File: config.mk
export PLATFORM = sky130hd
export DESIGN_NAME = cmd_seq_detect
export DESIGN_NICKNAME = d
export VERILOG_FILES = /design/src/rtl/cmd_seq_pkg.sv /design/src/rtl/bus_strobe.sv /design/src/rtl/key_matcher.sv /design/src/rtl/seq_fsm.sv /design/src/rtl/cmd_seq_detect.sv
export SDC_FILE = /design/constraint.sdc
export NUM_CORES = 1
export LEC_CHECK = 0
export BUFFER_PORTS_ARGS = -buffer_cell sky130_fd_sc_hd__buf_2
export CELL_PAD_IN_SITES_DETAIL_PLACEMENT = 0
export CELL_PAD_IN_SITES_GLOBAL_PLACEMENT = 1
export CORE_ASPECT_RATIO = 0.8
export CORE_MARGIN = 2
export CORE_UTILIZATION = 40
export DETAILED_ROUTE_END_ITERATION = 6
export GPL_ROUTABILITY_DRIVEN = 0
export GPL_TIMING_DRIVEN = 0
export PLACE_DENSITY_LB_ADDON = 0.1
export REMOVE_ABC_BUFFERS = 1
export SKIP_CTS_REPAIR_TIMING = 1
export SYNTH_ARGS = -nofsm -noshare
export SYNTH_HDL_FRONTEND = slang
export SYNTH_HIERARCHICAL = 1
export SYNTH_SLANG_ARGS = --single-unit
File: constraint.sdc
create_clock -name clk -period 2.6 [get_ports clk]
set_input_delay 0.26 -clock clk [delete_from_list [all_inputs] [get_ports clk]]
set_output_delay 0.26 -clock clk [all_outputs]
set_load 0.01 [all_outputs]
File: src/rtl/cmd_seq_pkg.sv
package cmd_seq_pkg;
  localparam int CMP_W   = 16;
  localparam int KEY_LEN = 5;
  localparam int NUM_CMD = 4;

  typedef enum logic [1:0] {
    CMD_STORE    = 2'd0,
    CMD_RECALL   = 2'd1,
    CMD_AUTO_OFF = 2'd2,
    CMD_AUTO_ON  = 2'd3
  } cmd_e;

  // Unlock key, in required order
  function automatic logic [CMP_W-1:0] key_word(input int unsigned idx);
    case (idx)
      0:       key_word = 16'h4E38;
      1:       key_word = 16'hB1C7;
      2:       key_word = 16'h83E0;
      3:       key_word = 16'h7C1F;
      default: key_word = 16'h703F;
    endcase
  endfunction

  // Sixth address per command, indexed by cmd_e
  function automatic logic [CMP_W-1:0] cmd_word(input int unsigned idx);
    case (idx)
      0:       cmd_word = 16'h8FC0;
      1:       cmd_word = 16'h4C63;
      2:       cmd_word = 16'h8B45;
      default: cmd_word = 16'h4B46;
    endcase
  endfunction
endpackage

File: src/rtl/bus_strobe.sv
module bus_strobe #(
  parameter int ADDR_W = 17,
  parameter int CMP_W  = 16
) (
  input  logic              clk,
  input  logic              rst_n,
  input  logic [ADDR_W-1:0] addr,
  input  logic              ce_n,
  input  logic              oe_n,
  input  logic              we_n,
  output logic              rd_stb,
  output logic              wr_act,
  output logic [CMP_W-1:0]  cap_addr
);
  logic rd_now, rd_prev;

  assign rd_now = ~ce_n & ~oe_n & we_n;

  always_ff @(posedge clk or negedge rst_n) begin
    if (!rst_n) begin
      rd_prev  <= 1'b0;
      rd_stb   <= 1'b0;
      wr_act   <= 1'b0;
      cap_addr <= '0;
    end else begin
      rd_prev  <= rd_now;
      rd_stb   <= rd_now & ~rd_prev;
      wr_act   <= ~ce_n & ~we_n;
      cap_addr <= addr[CMP_W-1:0];
    end
  end


  strobe_once_chk: assert property (@(posedge clk) disable iff (!rst_n)
    rd_stb |=> !rd_stb);
endmodule

File: src/rtl/key_matcher.sv
module key_matcher
  import cmd_seq_pkg::*;
(
  input  logic [CMP_W-1:0]   word,
  output logic [KEY_LEN-1:0] key_hit,
  output logic [NUM_CMD-1:0] cmd_hit
);
  for (genvar k = 0; k < KEY_LEN; k++) begin : g_key
    assign key_hit[k] = (word == key_word(k));
  end
  for (genvar c = 0; c < NUM_CMD; c++) begin : g_cmd
    assign cmd_hit[c] = (word == cmd_word(c));
  end
endmodule

File: src/rtl/seq_fsm.sv
module seq_fsm
  import cmd_seq_pkg::*;
(
  input  logic               clk,
  input  logic               rst_n,
  input  logic               busy,
  input  logic               rd_stb,
  input  logic               wr_act,
  input  logic [KEY_LEN-1:0] key_hit,
  input  logic [NUM_CMD-1:0] cmd_hit,
  output logic [NUM_CMD-1:0] cmd_pls,
  output logic               auto_en
);
  localparam int STEP_W = $clog2(KEY_LEN + 1);
  localparam logic [STEP_W-1:0] LAST_STEP = STEP_W'(KEY_LEN);

  logic [STEP_W-1:0]  step, step_nxt;
  logic [NUM_CMD-1:0] pls_nxt;
  logic               auto_nxt;
  logic [STEP_W-1:0]  restart;

  assign restart = key_hit[0] ? STEP_W'(1) : '0;

  always_comb begin
    step_nxt = step;
    pls_nxt  = '0;
    auto_nxt = auto_en;
    if (!busy) begin
      if (wr_act) begin
        step_nxt = '0;
      end else if (rd_stb) begin
        if (step < LAST_STEP) begin
          if (key_hit[step]) step_nxt = step + 1'b1;
          else               step_nxt = restart;
        end else begin
          pls_nxt  = cmd_hit;
          step_nxt = restart;
          if (cmd_hit[CMD_AUTO_OFF]) auto_nxt = 1'b0;
          if (cmd_hit[CMD_AUTO_ON])  auto_nxt = 1'b1;
        end
      end
    end
  end

  always_ff @(posedge clk or negedge rst_n) begin
    if (!rst_n) begin
      step    <= '0;
      cmd_pls <= '0;
      auto_en <= 1'b1;
    end else begin
      step    <= step_nxt;
      cmd_pls <= pls_nxt;
      auto_en <= auto_nxt;
    end
  end


  pulse_onehot_chk: assert property (@(posedge clk) disable iff (!rst_n)
    $onehot0(cmd_pls));

  pulse_single_chk: assert property (@(posedge clk) disable iff (!rst_n)
    (|cmd_pls) |=> !(|cmd_pls));

  write_abort_chk: assert property (@(posedge clk) disable iff (!rst_n)
    (wr_act && !busy) |=> (step == '0));

  busy_hold_chk: assert property (@(posedge clk) disable iff (!rst_n)
    busy |=> ($stable(step) && $stable(auto_en) && !(|cmd_pls)));

  cmd_idle_chk: assert property (@(posedge clk) disable iff (!rst_n)
    (|cmd_pls) |-> (step <= STEP_W'(1)));

  autoen_fall_chk: assert property (@(posedge clk) disable iff (!rst_n)
    $fell(auto_en) |-> cmd_pls[CMD_AUTO_OFF]);
endmodule

File: src/rtl/cmd_seq_detect.sv
module cmd_seq_detect
  import cmd_seq_pkg::*;
#(
  parameter int ADDR_W = 17
) (
  input  logic              clk,
  input  logic              rst_n,
  input  logic [ADDR_W-1:0] bus_addr,
  input  logic              bus_ce_n,
  input  logic              bus_oe_n,
  input  logic              bus_we_n,
  input  logic              seq_busy,
  output logic              store_pls,
  output logic              recall_pls,
  output logic              auto_off_pls,
  output logic              auto_on_pls,
  output logic              auto_store_en
);
  logic               rd_stb, wr_act;
  logic [CMP_W-1:0]   cap_addr;
  logic [KEY_LEN-1:0] key_hit;
  logic [NUM_CMD-1:0] cmd_hit, cmd_pls;

  bus_strobe #(.ADDR_W(ADDR_W), .CMP_W(CMP_W)) u_strobe (
    .clk(clk), .rst_n(rst_n), .addr(bus_addr),
    .ce_n(bus_ce_n), .oe_n(bus_oe_n), .we_n(bus_we_n),
    .rd_stb(rd_stb), .wr_act(wr_act), .cap_addr(cap_addr)
  );

  key_matcher u_match (
    .word(cap_addr), .key_hit(key_hit), .cmd_hit(cmd_hit)
  );

  seq_fsm u_fsm (
    .clk(clk), .rst_n(rst_n), .busy(seq_busy),
    .rd_stb(rd_stb), .wr_act(wr_act),
    .key_hit(key_hit), .cmd_hit(cmd_hit),
    .cmd_pls(cmd_pls), .auto_en(auto_store_en)
  );

  assign store_pls    = cmd_pls[CMD_STORE];
  assign recall_pls   = cmd_pls[CMD_RECALL];
  assign auto_off_pls = cmd_pls[CMD_AUTO_OFF];
  assign auto_on_pls  = cmd_pls[CMD_AUTO_ON];


  reset_state_chk: assert property (@(posedge clk)
    $rose(rst_n) |-> (auto_store_en && !store_pls && !recall_pls));
endmodule

==> results of run 1 <==
## where the power goes
part           switching, uW  leakage, uW  internal (uW)
Sequential              17.8     0.000334            436
Combinational           23.8     0.000259           27.3
Clock                    117    0.0000177           57.6
## worst max-delay path, cell delays in order, from the launching register on
cell     delay, ns
dfrtp_1       0.43
nor3b_1       0.33
nand4_1       0.20
nor3_1        0.24
mux2i_1       0.10
nor3b_1       0.32
o32ai_1       0.15
a221o_1       0.30
## worst max-delay path by stage
stage                              startpoint                        end  slack (ns)  depth (start not counted)
2_1_floorplan  u_strobe/cap_addr[7]$_DFF_PN0_  u_fsm/step[0]$_DFFE_PN0P_        0.60                          6
3_3_place_gp   u_strobe/cap_addr[7]$_DFF_PN0_  u_fsm/step[0]$_DFFE_PN0P_        0.43                          6
3_5_place_dp   u_strobe/cap_addr[7]$_DFF_PN0_  u_fsm/step[0]$_DFFE_PN0P_        0.45                          6
4_1_cts        u_strobe/cap_addr[7]$_DFF_PN0_  u_fsm/step[0]$_DFFE_PN0P_        0.43                          6
5_1_grt        u_strobe/cap_addr[3]$_DFF_PN0_  u_fsm/step[0]$_DFFE_PN0P_        0.24                          7
6_report       u_strobe/cap_addr[3]$_DFF_PN0_  u_fsm/step[0]$_DFFE_PN0P_        0.43                          7
## cell usage in the layout (no fill, tap or decap), types with 2 or more instances in the layout
cell,n
and2_1,3
and3b_1,2
buf_2,26
clkbuf_4,3
dfrtp_1,26
dlygate4sd3_1,4
inv_1,3
nand2_1,10
nand3_1,3
nand4_1,3
nor2_1,8
nor2b_1,2
nor3_1,5
nor3b_1,4
nor4_1,3
nor4_2,2
nor4b_1,2
o21ai_0,3
or4_4,2
## layout make-up
cell class                      count  area (um2)  area share [%]
Multi-Input combinational cell     67         443            32.2
Clock inverter                      1        5.00           0.364
Inverter                            3        11.3           0.818
Clock buffer                        3        22.5            1.64
Tap cell                           38        47.5            3.45
Timing Repair Buffer               30         170            12.4
Sequential cell                    27         677            49.2
## sequential cells by signal, indices dropped and copies added, names as in the netlist
name and count:
u_strobe/wr_act 1, u_strobe/cap_addr 16, u_fsm/step 3, u_strobe/rd_prev 1
u_fsm/cmd_pls 4, u_strobe/rd_stb 1, u_fsm/auto_en 1
## Yosys cell counts
library cell  number
dfrtp_1           26
nand2_1           10
nor2_1             8
nor3_1             5
nor3b_1            4
and2_1             3
inv_1              3
nand3_1            3
nand4_1            3
nor4_1             3
o21ai_0            3
and3b_1            2
nor2b_1            2
nor4_2             2
nor4b_1            2
or4_4              2
a21o_1             1
a21oi_1            1
a221o_1            1
a32o_1             1
and3_1             1
buf_6              1
dfstp_2            1
ha_1               1
mux2_4             1
mux2i_1            1
nand2b_1           1
nor4b_2            1
o31a_1             1
o31ai_1            1
o32ai_1            1
or3_1              1
or4b_2             1
## per-layer routing
metal	vias up	part of all wire [%]
li1	426	-
met1	392	49
met2	31	43
met3	2	7.0
met4	0	0.84
met5	-	0
## through the flow
stage / total power [uW] / instance area (um2) / util [%] / hold WS (ns)
after floorplan: 477 / 1130 / - / -0.0356
after detailed placement: 509 / 1310 / 47.7 / 0.289
after global routing: 729 / 1380 / 50.2 / 0.00170
after CTS: 688 / 1340 / 48.7 / -0.0790
final: 679 / 1380 / 50.2 / 0.0348
after global placement: 507 / 1310 / 47.7 / 0.281
## cell families after synthesis
logic type / count (synthesis) / share of synthesized area [%]
buffers and inverters: 4 / 1.97
flip-flops: 27 / 59.3
multiplexers: 2 / 2.19
AO/OA/AOI/OAI: 10 / 6.35
AND/OR/NAND/NOR: 54 / 29.1
adder cells (fa/ha/maj): 1 / 1.10
==> results.md, run 1 <==
* Status: complete, no violations
* Worst-margin pin slew at 0.564 ns
* Routing usage on met3 at 4.55%
* Met2 global-route usage at 21.1%
* Final std cells w/o fill at 169
* Fillers at 256
* Final setup margin at 0.434 ns
* Post-synth cell types at 33
* Crit. End Element: register
* Worst r2r src: u_strobe/cap_addr[3]$_DFF_PN0_
* DRC Markers at 0
* First-pass GRT wire length at 3600 um
* WHS Endpoint: u_strobe/cap_addr[12]$_DFF_PN0_
* H-tree depth at 1
* Gr ovfl total at 0
* WHS Path Cells at 1
* Clock transition at path regs at 0.14 ns
* Power per cell area at 494 nW/um2
* Leak Pwr at 0.000611 uW
* DR iter-0 viols at 22
* RSZ-0062 raised after global routing: false
* Vias in the first global route at 770
* I/O Buffers at 26
* Synth area leaders: dfrtp_1 (57%), nand2_1 (3.3%), nor2_1 (2.6%)
* Mapped Avg Cell Area at 11.7 um2
* Via-per-instance ratio at 5.04
* R2R setup slack at 0.43 ns
* Initial Util at 41.6%
* Sum Neg Setup Slack at 0 ns
* Total track usage at 14.5%
* Clock Sinks at 27
* Mapped cell area at 1140 um2
* Final WL at 2020 um
* Die area at 3300 um2
* Ys Warns at 6
* Final Slew Violations at 0
* Number of CTS-inserted buffers at 3
* N_diodes at 0
* Max Clk Rate at 462 MHz
* Worst R2R Path Depth at 7
* Max Cap Viol at 0
* Core Footprint at 2740 um2
* Post-Place Setup Slack at 0.454 ns
* Largest net degree at the start of global routing at 28
* Final setup vio count at 0
* Worst path required time at 2.82 ns
* Worst Skew at 0.00148 ns
* Row count at 17
* Post-Synthesis Cells at 98
* Final period util at 83.3%
* CTS tree: built
* Most Crowded Layer GR: met2
* Layout cells sized above 1 at 29.0%
* Sequential area share after synthesis at 59.3%
* Synthesized flop and latch total at 27
* Synth top area share at 57.0%
* Crit path DAT at 2.39 ns
* Die extent in y at 51.8 um
* Clock Tree Root: clkbuf_4
* Synthesis-to-finish area growth at 20.5%
* Worst Hold Class: in -> reg
* Die Wd at 63.8 um
* Slew headroom at 62.4%
* Crit Reg-Reg Endpoint: u_fsm/step[0]$_DFFE_PN0P_
* Met1 GRT Util at 20.6%
* Setup CP Type: reg -> reg
* Post-synth top area cell: dfrtp_1
* Io pins at 28
* Critical path launch point type: register
* Max Fanout on Critical Path at 3
* DP Cell Count at 161
* Final hold violations at 0
* DP HPWL at 1500 um
* Wirelength per Cell at 11.9 um
* Final critical-path required period at 2.17 ns
* Initial antenna violation count at 0
* Post-route ant nets at 0
* Maximum VDD drop at 0.336 mV
* Worst-skew pair later-pin latency at 0.32 ns
* DRT Pass-1 Iters at 4
* Max Buffers Root-to-Sink at 2
* Vias at 851
* Nets at 156
* Hold path startpoint: bus_addr[12]
Power figures use the tool's default switching activity.
==> inputs of run 2 (changes only) <==
--- a/config.mk
+++ b/config.mk
@@ -10,7 +10,7 @@
 export CELL_PAD_IN_SITES_GLOBAL_PLACEMENT = 1
 export CORE_ASPECT_RATIO = 0.8
 export CORE_MARGIN = 2
-export CORE_UTILIZATION = 40
+export CORE_UTILIZATION = 36
 export DETAILED_ROUTE_END_ITERATION = 6
 export GPL_ROUTABILITY_DRIVEN = 0
 export GPL_TIMING_DRIVEN = 0
==> constraint.sdc (replaced) <==
create_clock -name clk -period 1.8 [get_ports clk]
set_input_delay 0.18 -clock clk [delete_from_list [all_inputs] [get_ports clk]]
set_output_delay 0.18 -clock clk [all_outputs]
set_load 0.01 [all_outputs]
==> run 2 against run 1 <==
  * The flow now finishes with violations (setup timing)
  * Largest power group unchanged
  * Utilization up 0.70 points
  * Highest routed layer unchanged
  * Fmax up 5.3%
  * Global-route usage down 1.6 points
  * Clock power up 92%
  * Setup slack worse by 0.69 ns
  * Critical path depth unchanged
  * Sequential cell count unchanged
==> results.md, run 2 (same netlist as run 1, synthesis figures left out) <==
* DP HPWL at 1540 um (was 1500 um)
* Worst Skew at 0.00204 ns (was 0.00148 ns)
* Slew headroom at 61.4% (was 62.4%)
* Sum Neg Setup Slack at -0.482 ns (was 0 ns)
* Die Wd at 67.0 um (was 63.8 um)
* Max Cap Viol at 0 (unchanged)
* Clock transition at path regs at 0.09 ns (was 0.14 ns)
* Nets at 168 (was 156)
* Worst-margin pin slew at 0.578 ns (was 0.564 ns)
* Largest net degree at the start of global routing at 28 (unchanged)
* Top reg by flops: u_strobe/cap_addr (unchanged)
* Initial antenna violation count at 0 (unchanged)
* DP Cell Count at 163 (was 161)
* Synthesis-to-finish area growth at 36.4% (was 20.5%)
* Io pins at 28 (unchanged)
* Status: complete, but fails checks (was complete, no violations)
* Crit path max-delay family: simple AND/OR/NAND/NOR gates (unchanged)
* Max Fanout on Critical Path at 3 (unchanged)
* Row count at 18 (was 17)
* WP buf/inv at 1 (was 0)
* Final period util at 114% (was 83.3%)
* Post-route ant nets at 0 (unchanged)
* Clock Sinks at 27 (unchanged)
* RSZ-0062 raised after global routing: true (was false)
* Final Slew Violations at 0 (unchanged)
* Final hold violations at 0 (unchanged)
* Number of flip-flops in the largest register at 16 (unchanged)
* Vias at 876 (was 851)
* Wirelength per Cell at 11.6 um (was 11.9 um)
* Vias in the first global route at 776 (was 770)
* Worst Hold Class: in -> reg (unchanged)
* Max Buffers Root-to-Sink at 2 (unchanged)
* CP max stage delay at 0.41 ns (was 0.43 ns)
* DRT Pass-1 Iters at 4 (unchanged)
* CP cell instances: buf_4 > or3_1 > nor4_1 > mux2_4 > a32o_1 > o32ai_2 > a221o_1 (was nor3b_1 > nand4_1 > nor3_1 > mux2i_1 > nor3b_1 > o32ai_1 > a221o_1)
* DRC Markers at 0 (unchanged)
* Final critical-path required period at 2.06 ns (was 2.17 ns)
* Die extent in y at 54.4 um (was 51.8 um)
* Crit path DAT at 2.22 ns (was 2.39 ns)
* Total track usage at 12.8% (was 14.5%)
* Final setup vio count at 3 (was 0)
* H-tree depth at 1 (unchanged)
* Worst path required time at 1.96 ns (was 2.82 ns)
* Die area at 3640 um2 (was 3300 um2)
* Core Footprint at 3060 um2 (was 2740 um2)
* Maximum VDD drop at 0.529 mV (was 0.336 mV)
* Setup CP Type: reg -> reg (unchanged)
* Power per cell area at 699 nW/um2 (was 494 nW/um2)
* CTS tree: built (unchanged)
* Largest registers: u_strobe/cap_addr (16), u_fsm/cmd_pls (4), u_fsm/step (3) (unchanged)
* Final setup margin at -0.258 ns (was 0.434 ns)
* Most frequent cells in the layout: buf_2 (26), dfrtp_1 (26), dlygate4sd3_1 (9), nand2_1 (9), nor2_1 (8) (was buf_2 (26), dfrtp_1 (26), nand2_1 (10), nor2_1 (8), nor3_1 (5))
* Crit. End Element: register (unchanged)
* Final WL at 2130 um (was 2020 um)
* First-pass GRT wire length at 3400 um (was 3600 um)
* Final std cells w/o fill at 183 (was 169)
* DR iter-0 viols at 13 (was 22)
* Leak Pwr at 0.000693 uW (was 0.000611 uW)
* Slowest CP cell: dfrtp_1 (unchanged)
* Violated checks: setup timing
* Layout cells sized above 1 at 37.8% (was 29.0%)
* N_diodes at 0 (unchanged)
* Critical path launch point type: register (unchanged)
* Max Clk Rate at 486 MHz (was 462 MHz)
* Gr ovfl total at 0 (unchanged)
* Via-per-instance ratio at 4.79 (was 5.04)
* Initial Util at 37.3% (was 41.6%)
* I/O Buffers at 26 (unchanged)
* Clock Tree Root: clkbuf_8 (was clkbuf_4)
* Worst-skew pair later-pin latency at 0.27 ns (was 0.32 ns)
* Number of CTS-inserted buffers at 3 (unchanged)
[run 2: layout make-up]
type	instances	area (um2)
Multi-Input combinational cell	67	500
Sequential cell	27	677
Tap cell	40	50.0
Clock buffer	3	41.3
Clock inverter	1	5.00
Fill cell	293	1510
Timing Repair Buffer	42	273
Inverter	3	11.3
[run 2: worst paths after layout]
check                                                start                             end  slack (ns)  cells past startpoint
min reg2reg                     u_strobe/rd_prev$_DFF_PN0_       u_strobe/rd_stb$_DFF_PN0_        0.43                      1
max in group asynchronous                            rst_n       u_strobe/rd_stb$_DFF_PN0_        0.99                      2
max reg2reg                u_strobe/cap_addr[10]$_DFF_PN0_       u_fsm/step[0]$_DFFE_PN0P_       -0.26                      7
min                                            bus_addr[2]  u_strobe/cap_addr[2]$_DFF_PN0_        0.01                      1
min in group asynchronous                            rst_n      u_fsm/cmd_pls[2]$_DFF_PN0_        0.43                      2
max                        u_strobe/cap_addr[10]$_DFF_PN0_       u_fsm/step[0]$_DFFE_PN0P_       -0.26                      7
[run 2: worst reg2reg max path: stages (launching register included)]
cell	delay [ns]
dfrtp_1	0.41
buf_4	0.14
or3_1	0.34
nor4_1	0.29
mux2_4	0.19
a32o_1	0.17
o32ai_2	0.10
a221o_1	0.29
[run 2: report_power, final]
part | total [uW] | internal (uW) | leakage [uW] | switching (uW)
Sequential | 657 | 629 | 0.000334 | 27.6
Combinational | 97.8 | 57.6 | 0.000334 | 40.2
Clock | 334 | 155 | 0.0000255 | 179
Total | 1090 | 842 | 0.000693 | 247
[run 2: per-stage QoR]
step | setup slack (ns) | instance area (um2) | total power [uW] | utilization [%] | hold slack [ns]
3_5_place_dp | -0.393 | 1310 | 736 | 42.8 | 0.219
6_report | -0.258 | 1560 | 1090 | 50.9 | 0.0130
2_1_floorplan | -0.202 | 1130 | 689 | - | -0.116
3_3_place_gp | -0.410 | 1310 | 733 | 42.8 | 0.202
4_1_cts | -0.410 | 1360 | 1080 | 44.3 | -0.0818
5_1_grt | -0.352 | 1560 | 1150 | 50.9 | 0.000969
[run 2: metal layers]
metal | up-vias | GRT usage (%) | routed length [um]
li1 | 445 | - | -
met1 | 406 | 16.6 | 1060
met2 | 23 | 20.7 | 929
met3 | 2 | 4.32 | 118
met4 | 0 | 4.08 | 19
met5 | - | 0 | 0
==> inputs of run 3 (changes only) <==
--- a/config.mk
+++ b/config.mk
@@ -14,7 +14,7 @@
 export DETAILED_ROUTE_END_ITERATION = 6
 export GPL_ROUTABILITY_DRIVEN = 0
 export GPL_TIMING_DRIVEN = 0
-export PLACE_DENSITY_LB_ADDON = 0.1
+export PLACE_DENSITY = 0.74
 export REMOVE_ABC_BUFFERS = 1
 export SKIP_CTS_REPAIR_TIMING = 1
 export SYNTH_ARGS = -nofsm -noshare
==> run 3 against run 2 <==
  * The flow still finishes with violations (setup timing)
  * Non-clock buffer count rose by 1
  * Sequential power barely moved
  * Sequential share of layout area fell by 0.62 points
  * Final cell count rose by 0.55%
  * Clock power barely moved
  * Sequential cell count did not move
  * Clock skew rose by 0.0025 ns
  * First-iteration DRC count rose by 31%
  * Critical path depth fell by 1
  * Die area did not move
  * Global-route usage fell by 0.80 points
  * Routed wire length rose by 2.2%
==> results.md, run 3 (same netlist as run 1, synthesis figures left out) <==
* Via-per-instance ratio at 4.90 (was 4.79)
* Status: complete, but fails checks (unchanged)
* Core Footprint at 3060 um2 (unchanged)
* Fillers at 294 (was 293)
* N_diodes at 0 (unchanged)
* Worst path required time at 1.96 ns (about the same)
* Most frequent cells in the layout: buf_2 (26), dfrtp_1 (26), dlygate4sd3_1 (12), nand2_1 (9), nor2_1 (7) (was buf_2 (26), dfrtp_1 (26), dlygate4sd3_1 (9), nand2_1 (9), nor2_1 (8))
* Most Crowded Layer GR: met2 (unchanged)
* Number of flip-flops in the largest register at 16 (unchanged)
* Max Fanout on Critical Path at 3 (unchanged)
* Final WL at 2180 um (was 2130 um)
* Layout cells sized above 1 at 38.2% (was 37.8%)
* CTS tree: built (unchanged)
* Number of CTS-inserted buffers at 3 (unchanged)
* Vias at 901 (was 876)
* Critical path launch point type: register (unchanged)
* Clock transition at path regs at 0.09 ns (about the same)
* Largest net degree at the start of global routing at 28 (unchanged)
* Max Clk Rate at 494 MHz (was 486 MHz)
* Crit path DAT at 2.18 ns (was 2.22 ns)
* Slew headroom at 61.1% (was 61.4%)
* Final Slew Violations at 0 (unchanged)
* Worst R2R Path Depth at 6 (was 7)
* Top reg by flops: u_strobe/cap_addr (unchanged)
* Crit. End Element: register (unchanged)
* Initial antenna violation count at 0 (unchanged)
* Leak Pwr at 0.000694 uW (was 0.000693 uW)
* Final setup vio count at 2 (was 3)
* Fin util at 51.6% (was 50.9%)
* Synthesis-to-finish area growth at 38.3% (was 36.4%)
* Final critical-path required period at 2.02 ns (was 2.06 ns)
* Post-route ant nets at 0 (unchanged)
* Worst-margin pin slew at 0.584 ns (was 0.578 ns)
* Total track usage at 12.0% (was 12.8%)
* Die extent in y at 54.4 um (unchanged)
* DRT Pass-1 Iters at 4 (unchanged)
* Clock power frac at 30.8% (was 30.6%)
* Setup CP Type: reg -> reg (unchanged)
* Logic pwr share at 9.1% (was 9.0%)
* Die Wd at 67.0 um (unchanged)
* Routing usage on met3 at 3.70% (was 4.32%)
* Met1 GRT Util at 15.9% (was 16.6%)
* DRC Markers at 0 (unchanged)
* I/O Buffers at 26 (unchanged)
* Vias in the first global route at 756 (was 776)
* Worst-skew pair later-pin latency at 0.27 ns (about the same)
* Final hold violations at 0 (unchanged)
* Sequential fraction of design power at 60.2% (was 60.4%)
* Row count at 18 (unchanged)
* Crit Reg-Reg Endpoint: u_fsm/step[0]$_DFFE_PN0P_ (unchanged)
* Worst Hold Class: in -> reg (unchanged)
* DR iter-0 viols at 17 (was 13)
* Gr ovfl total at 0 (unchanged)
* Violated checks: setup timing (unchanged)
* Sw frac at 22.7% (about the same)
* WHS Endpoint: u_strobe/cap_addr[9]$_DFF_PN0_ (was u_strobe/cap_addr[2]$_DFF_PN0_)
* Initial Util at 37.3% (unchanged)
* Die area at 3640 um2 (unchanged)
* R2R setup slack at -0.22 ns (was -0.26 ns)
* Clock Sinks at 27 (unchanged)
* Wirelength per Cell at 11.8 um (was 11.6 um)
* Io pins at 28 (unchanged)
* Worst r2r src: u_strobe/cap_addr[7]$_DFF_PN0_ (was u_strobe/cap_addr[10]$_DFF_PN0_)
* Slowest CP cell: or4_4 (was dfrtp_1)
* Largest registers: u_strobe/cap_addr (16), u_fsm/cmd_pls (4), u_fsm/step (3) (unchanged)
* Nets at 169 (was 168)
* CP max stage delay at 0.57 ns (was 0.41 ns)
* Hold path startpoint: bus_addr[9] (was bus_addr[2])
* Max Buffers Root-to-Sink at 2 (unchanged)
* First-pass GRT wire length at 3190 um (was 3400 um)
* Final period util at 112% (was 114%)
* Clock Tree Root: clkbuf_8 (unchanged)
* Sum Neg Setup Slack at -0.350 ns (was -0.482 ns)
* CP cell instances: or4_4 > nor4_4 > mux2i_1 > nor3b_2 > o32ai_1 > a221o_1 (was buf_4 > or3_1 > nor4_1 > mux2_4 > a32o_1 > o32ai_2 > a221o_1)
* DP HPWL at 1560 um (was 1540 um)
* Max Cap Viol at 0 (unchanged)
* Met2 global-route usage at 19.7% (was 20.7%)
* Final setup margin at -0.224 ns (was -0.258 ns)
* Total power at 1090 uW (about the same)
* Power per cell area at 691 nW/um2 (was 699 nW/um2)
* Worst Skew at 0.00457 ns (was 0.00204 ns)
* Internal at 844 uW (was 842 uW)
* WHS Path Cells at 1 (unchanged)
* RSZ-0062 raised after global routing: true (unchanged)
* NetSw at 248 uW (was 247 uW)
* H-tree depth at 1 (unchanged)
* Maximum VDD drop at 0.631 mV (was 0.529 mV)
## run 3: area by class of cell
cell class / instances / area, um2 / area share [%]
clock buffers: 3 / 41.3 / 2.61
clock inverters: 1 / 7.51 / 0.475
inverters: 3 / 11.3 / 0.713
multi-input cells: 67 / 505 / 32.0
flip-flops and latches: 27 / 677 / 42.8
well taps: 40 / 50.0 / 3.17
repair buffers: 43 / 288 / 18.2
## run 3: worst max path at each step
stage | startpoint | to | slack [ns] | cells past startpoint
after detailed placement | u_strobe/cap_addr[7]$_DFF_PN0_ | u_fsm/step[0]$_DFFE_PN0P_ | -0.38 | 6
after floorplan | u_strobe/cap_addr[7]$_DFF_PN0_ | u_fsm/step[0]$_DFFE_PN0P_ | -0.20 | 6
after global routing | u_strobe/cap_addr[10]$_DFF_PN0_ | u_fsm/step[0]$_DFFE_PN0P_ | -0.31 | 7
after CTS | u_strobe/cap_addr[7]$_DFF_PN0_ | u_fsm/step[0]$_DFFE_PN0P_ | -0.40 | 6
after global placement | u_strobe/cap_addr[7]$_DFF_PN0_ | u_fsm/step[0]$_DFFE_PN0P_ | -0.39 | 6
final | u_strobe/cap_addr[7]$_DFF_PN0_ | u_fsm/step[0]$_DFFE_PN0P_ | -0.22 | 6
## run 3: metal layers
layer	vias to the layer above	part of all wire [%]
met5	-	0
met4	0	0.96
met3	2	4.3
met2	20	47
met1	429	48
li1	450	-
## run 3: power by group through the flow
| stage | logic [uW] | clock network (uW) | registers [uW] |
|---|---|---|---|
| 2_1_floorplan | 28.6 | 0 | 660 |
| 3_3_place_gp | 65.9 | 0 | 666 |
| 3_5_place_dp | 69.0 | 0 | 667 |
| 4_1_cts | 68.9 | 354 | 655 |
| 5_1_grt | 112 | 378 | 661 |
| 6_report | 98.9 | 336 | 657 |
## run 3: critical path: cells and delay by family (launching register included)
| kind | cells | cell delay (ns) |
|---|---|---|
| AND/OR/NAND/NOR | 3 | 0.98 |
| AO/OA/AOI/OAI | 2 | 0.42 |
| flip-flops | 1 | 0.40 |
| multiplexers | 1 | 0.12 |
## run 3: metrics by stage
stage | hold slack (ns) | instance area (um2) | setup slack [ns] | instances
after floorplan | -0.116 | 1130 | -0.202 | 97
after global placement | 0.199 | 1310 | -0.387 | 163
after detailed placement | 0.214 | 1310 | -0.383 | 163
after CTS | -0.0908 | 1360 | -0.400 | 167
after global routing | 0.00109 | 1580 | -0.313 | 184
final | 0.0125 | 1580 | -0.224 | 184
